[config.mk]
export PLATFORM = sky130hd
export DESIGN_NAME = msi_doorbell_collector
export DESIGN_NICKNAME = d
export VERILOG_FILES = /design/src/rtl/msi_col_pkg.sv /design/src/rtl/msi_db_decode.sv /design/src/rtl/msi_csr_rdmux.sv /design/src/rtl/msi_doorbell_collector.sv
export SDC_FILE = /design/constraint.sdc
export NUM_CORES = 1
export LEC_CHECK = 0
export ABC_AREA = 0
export CAP_MARGIN = 10
export CELL_PAD_IN_SITES_DETAIL_PLACEMENT = 0
export CELL_PAD_IN_SITES_GLOBAL_PLACEMENT = 1
export CORE_MARGIN = 8
export CORE_UTILIZATION = 44
export CTS_BUF_LIST = sky130_fd_sc_hd__clkbuf_16
export CTS_CLUSTER_DIAMETER = 200
export DETAILED_ROUTE_END_ITERATION = 8
export GPL_ROUTABILITY_DRIVEN = 0
export PLACE_DENSITY = 0.95
export REMOVE_ABC_BUFFERS = 1
export SKIP_CTS_REPAIR_TIMING = 1
export SYNTH_ARGS = -nofsm -noshare
export SYNTH_HDL_FRONTEND = slang
export SYNTH_HIERARCHICAL = 1
export SYNTH_SLANG_ARGS = --single-unit
[constraint.sdc]
create_clock -name clk -period 5.4 [get_ports clk]
set_clock_uncertainty 0.15 [all_clocks]
set_input_delay 0.81 -clock clk [delete_from_list [all_inputs] [get_ports clk]]
set_output_delay 0.81 -clock clk [all_outputs]
set_load 0.005 [all_outputs]
[src/rtl/msi_col_pkg.sv]
package msi_col_pkg;
    localparam int DW     = 32;
    localparam int AW     = 64;
    localparam int OFF_W  = 12;
    localparam int NVEC   = 32;
    localparam int VEC_W  = $clog2(NVEC);
    localparam int BE_W   = DW / 8;

    localparam logic [OFF_W-1:0] OFF_ADDR_LO = 12'h820;
    localparam logic [OFF_W-1:0] OFF_ADDR_HI = 12'h824;
    localparam logic [OFF_W-1:0] OFF_ENABLE  = 12'h828;
    localparam logic [OFF_W-1:0] OFF_MASK    = 12'h82C;
    localparam logic [OFF_W-1:0] OFF_STATUS  = 12'h830;

    typedef struct packed {
        logic [AW-1:0]   base;   // programmed doorbell address
        logic [AW-1:0]   win;    // address actually decoded
        logic [NVEC-1:0] en;
        logic [NVEC-1:0] mask;
        logic [NVEC-1:0] stat;
        logic            irq;
    } msi_state_t;
endpackage

[src/rtl/msi_db_decode.sv]
module msi_db_decode
    import msi_col_pkg::*;
(
    input  logic            clk,
    input  logic            rst_n,
    input  logic            db_valid,
    input  logic [AW-1:0]   db_addr,
    input  logic [BE_W-1:0] db_be,
    input  logic [DW-1:0]   db_data,
    input  logic [AW-1:0]   win,
    input  logic [NVEC-1:0] en,
    output logic            claim,
    output logic [NVEC-1:0] set_vec
);
    logic live;
    logic in_range;

    assign live     = (en != '0);
    assign claim    = db_valid && live && (db_be == {BE_W{1'b1}}) && (db_addr == win);
    assign in_range = (db_data < DW'(NVEC));

    for (genvar i = 0; i < NVEC; i++) begin : g_vec
        assign set_vec[i] = claim && in_range &&
                            (db_data[VEC_W-1:0] == VEC_W'(i)) && en[i];
    end

    // no claim without a live decode and a full-word write
    p_claim_live_r6: assert property (@(posedge clk) disable iff (!rst_n)
        claim |-> (en != '0) && db_valid && (db_be == {BE_W{1'b1}}));

    // at most one vector per doorbell, and only an enabled one
    p_set_enabled_r5: assert property (@(posedge clk) disable iff (!rst_n)
        $onehot0(set_vec) && ((set_vec & ~en) == '0));
endmodule

[src/rtl/msi_csr_rdmux.sv]
module msi_csr_rdmux
    import msi_col_pkg::*;
(
    input  logic [OFF_W-1:0] off,
    input  logic [AW-1:0]    base,
    input  logic [NVEC-1:0]  en,
    input  logic [NVEC-1:0]  mask,
    input  logic [NVEC-1:0]  stat,
    output logic [DW-1:0]    rdata
);
    always_comb begin
        case (off)
            OFF_ADDR_LO: rdata = base[DW-1:0];
            OFF_ADDR_HI: rdata = base[AW-1:DW];
            OFF_ENABLE:  rdata = DW'(en);
            OFF_MASK:    rdata = DW'(mask);
            OFF_STATUS:  rdata = DW'(stat);
            default:     rdata = '0;
        endcase
    end
endmodule

[src/rtl/msi_doorbell_collector.sv]
module msi_doorbell_collector
    import msi_col_pkg::*;
(
    input  logic             clk,
    input  logic             rst_n,
    input  logic             cfg_en,
    input  logic             cfg_wr,
    input  logic [11:0]      cfg_off,
    input  logic [31:0]      cfg_wdata,
    output logic [31:0]      cfg_rdata,
    input  logic             db_valid,
    input  logic [63:0]      db_addr,
    input  logic [3:0]       db_be,
    input  logic [31:0]      db_data,
    output logic             db_claim,
    output logic             irq
);
    msi_state_t      st_d, st_q;
    logic [NVEC-1:0] set_vec;
    logic [NVEC-1:0] clr_vec;
    logic            wr;

    msi_db_decode u_dec (
        .clk      (clk),
        .rst_n    (rst_n),
        .db_valid (db_valid),
        .db_addr  (db_addr),
        .db_be    (db_be),
        .db_data  (db_data),
        .win      (st_q.win),
        .en       (st_q.en),
        .claim    (db_claim),
        .set_vec  (set_vec)
    );

    msi_csr_rdmux u_rd (
        .off   (cfg_off),
        .base  (st_q.base),
        .en    (st_q.en),
        .mask  (st_q.mask),
        .stat  (st_q.stat),
        .rdata (cfg_rdata)
    );

    assign wr = cfg_en && cfg_wr;

    always_comb begin
        st_d    = st_q;
        clr_vec = '0;
        if (wr) begin
            case (cfg_off)
                OFF_ADDR_LO: st_d.base[DW-1:0]  = cfg_wdata;
                OFF_ADDR_HI: st_d.base[AW-1:DW] = cfg_wdata;
                OFF_ENABLE:  st_d.en            = cfg_wdata[NVEC-1:0];
                OFF_MASK:    st_d.mask          = cfg_wdata[NVEC-1:0];
                OFF_STATUS:  clr_vec            = cfg_wdata[NVEC-1:0];
                default: ;
            endcase
        end
        // set has priority over a same-cycle clear
        st_d.stat = (st_q.stat & ~clr_vec) | set_vec;
        // window follows the programmed address only on a live/idle change
        if ((st_q.en == '0) != (st_d.en == '0))
            st_d.win = st_q.base;
        st_d.irq = ((st_d.stat & ~st_d.mask) != '0) ||
                   (st_q.irq && (st_d.stat != '0));
    end

    always_ff @(posedge clk) begin
        if (!rst_n) st_q <= '0;
        else        st_q <= st_d;
    end

    assign irq = st_q.irq;

    // an enabled in-range doorbell lands in status
    p_set_r4: assert property (@(posedge clk) disable iff (!rst_n)
        (db_claim && (db_data < DW'(NVEC)) && st_q.en[db_data[VEC_W-1:0]])
        |=> st_q.stat[$past(db_data[VEC_W-1:0])]);

    // irq is never high with an empty status
    p_irq_empty_r10: assert property (@(posedge clk) disable iff (!rst_n)
        (st_q.stat == '0) |-> !irq);

    // irq holds while anything is still pending
    p_irq_hold_r9: assert property (@(posedge clk) disable iff (!rst_n)
        irq |=> (irq || (st_q.stat == '0)));

    // window stays put while the decode remains live
    p_win_stable_r7: assert property (@(posedge clk) disable iff (!rst_n)
        ((st_q.en != '0) && ($past(st_q.en) != '0)) |-> $stable(st_q.win));

    // unmasked pending work always raises irq
    p_irq_raise_r8: assert property (@(posedge clk) disable iff (!rst_n)
        ((st_q.stat & ~st_q.mask) != '0) |-> irq);
endmodule

==> reports/results.ini <==
[drt]
wire_per_inst_um=23.2
ant_nets=0
vias=11632
viasPerCell=6.11
drtIter0Drc=1609
wl_um=44200
first_pass_iters=5
route.detailed.drc=0

[synthesis]
ys_seq_area_frac=0.389
synth_xor_area_frac=0.0295
synth_compound_gate_area_share=0.144
synthesis.area_um2=11600
synth-adder-area-share=0
synth-simple-area-share=0.273
synth.distinct_cells=58
postSynthCellCount=1395
avgSynthCellArea_um2=8.30
synth_top_cell_by_area=dfxtp_1
synth_area_leaders=dfxtp_1 39%, nand2_1 7.4%, mux2_2 6.2%, mux2i_1 5.8%, a21oi_1 5.7%
muxShareOfSynthArea=0.122
synth_top_family_by_area=simple AND/OR/NAND/NOR gates
synth_top_area_frac=0.389
ys.flop_type=dfxtp_1
synth_seq_cells=225
yosysWarnings=6
synthArstFlopShare=0
synth-edff-count=0

[timing]
hold_violations=0
fmax_ghz=0.203
tightest_slew_ns=1.20
finalCritPeriodShare=0.912
worst_hold_slack_ns=0.314
rsz0062_at_grt=no
setup_viol=0
slew_headroom=0.195
slew_violations=0
period_needed_ns=4.92

[die]
core_um2=26000
io_pins=183
num_rows=59
die_y_um=178
start_util=0.446
die_w_um=178
dieArea_um2=31800

[pwr]
p_leak_nw=4.72
p_per_area_nw_per_um2=244
power_mw=3.56
irDropWorstVdd_mv=0.184

[clocking]
cts_tree=built
numCtsBuffers=24
clock_sinks=225
cts_max_level=1
clk_pin_slew_worst_paths_ns=0.06
clkLatencyLatePin_ns=0.52
root_buffer=clkbuf_16
clockBufferDepth=3

[worst_setup_path]
crit_fanout=15
crit_arrival_ns=3.96
worstPathRequired_ns=4.44
cp-end-kind=output port
startpoint_type=input port
criticalPathCategory=in -> out

[grt]
grt_overflow=0
grt_max_degree=76
grt_usage=0.271
grt_pass1_vias=11271
grt_pass1_wl_um=66800
antenna_found_initial=0

[placement]
place_inst=1860
port-buffer-count=182
dp_hpwl_um=31800

[outcome]
outcome=completed

[min_path]
hp-class=reg -> reg

[layout]
drive_above_1_share=0.121
stdcell_count=1904
nNetsFinal=1700
antennaDiodeCount=0
syn_to_final_growth_pct=25.7

[run]
drv_cap=0

## worst paths after layout
check                           slack (ns)                     end              startpoint  cells past startpoint
worst min-delay path                  0.31  st_q[172]$_SDFFE_PN0P_  st_q[172]$_SDFFE_PN0P_                      2
worst min register to register        0.31  st_q[172]$_SDFFE_PN0P_  st_q[172]$_SDFFE_PN0P_                      2
worst max register to register        1.47          irq$_SDFF_PN0_     st_q[89]$_SDFF_PN0_                     11
worst max-delay path                  0.48           cfg_rdata[19]              cfg_off[1]                      5
## stage by stage
stage / setup TNS (ns) / utilization / cell area [µm²] / setup WS, ns
after floorplan: -40.74 / - / 11200 / -0.637
after global placement: 0 / 0.531 / 13800 / 0.606
after detailed placement: 0 / 0.531 / 13800 / 0.556
after CTS: 0 / 0.560 / 14600 / 0.547
after global routing: 0 / 0.560 / 14600 / 0.392
final: 0 / 0.560 / 14600 / 0.477
## critical path, cell delays in order
cell             delay [ns]
clkdlybuf4s50_1        0.47
nor4_4                 0.42
nand4b_1               1.00
o22ai_1                0.66
clkdlybuf4s50_1        0.60
## sequential cells by signal, summed over array words and instances (netlist names)
name  cells
st_q    224
irq       1
## logic make-up after synthesis
family | Yosys count
multiplexers | 132
XOR/XNOR | 39
AO/OA/AOI/OAI | 270
flip-flops | 225
buffers and inverters | 116
AND/OR/NAND/NOR | 613
## metal layers
layer,share of wire,global-route usage
met1,0.40,0.357
met2,0.43,0.416
met3,0.11,0.0536
met4,0.053,0.134
met5,0,0
## power breakdown
part	total [mW]	switching, mW	leakage (nW)	internal, mW
combinational	0.286	0.151	2.51	0.135
sequential	1.66	0.0000596	1.81	1.66
clock	1.61	0.679	0.401	0.931
total	3.56	0.830	4.72	2.73
## placed cells by master (no fill, tap or decap), drive strengths merged, types with 3 or more instances in the layout
master         netlist  routed
a2111o               6       6
a21o                 3       3
a21oi              133     133
a22oi               46      46
a31oi               18      18
and2                35      35
and3                 3       3
buf                 23      38
clkbuf              66      25
clkdlybuf4s50        0     181
clkinv               1      12
dfxtp              225     225
inv                 26      32
mux2                64      64
mux2i               67      67
nand2              229     229
nand2b              23      23
nand3               23      23
nand3b               7       7
nand4               54      54
nor2               112     112
nor2b               27      27
nor3                36      36
nor4                45      45
o2111ai             12      12
o21ai               12      12
o22ai               29      29
o2bb2ai              3       3
or4                  5       5
xnor2               39      39
## area by class of cell
cell class | count | area, µm²
inverter | 27 | 106
fill | 2345 | 11400
tap | 335 | 419
clock buffer | 25 | 626
clock inverter | 19 | 138
multi-input combinational | 1054 | 6640
timing repair buffer | 219 | 2130
sequential | 225 | 4500
## cell usage after synthesis, types with 29 or more instances
cell / number
nand2_1: 229
dfxtp_1: 225
a21oi_1: 133
nor2_1: 111
mux2i_1: 67
clkbuf_1: 66
mux2_2: 64
nand4_1: 54
a22oi_1: 46
nor4_1: 42
xnor2_1: 39
and2_1: 34
nor3_2: 29
o22ai_1: 29
Power figures use the tool's default switching activity.
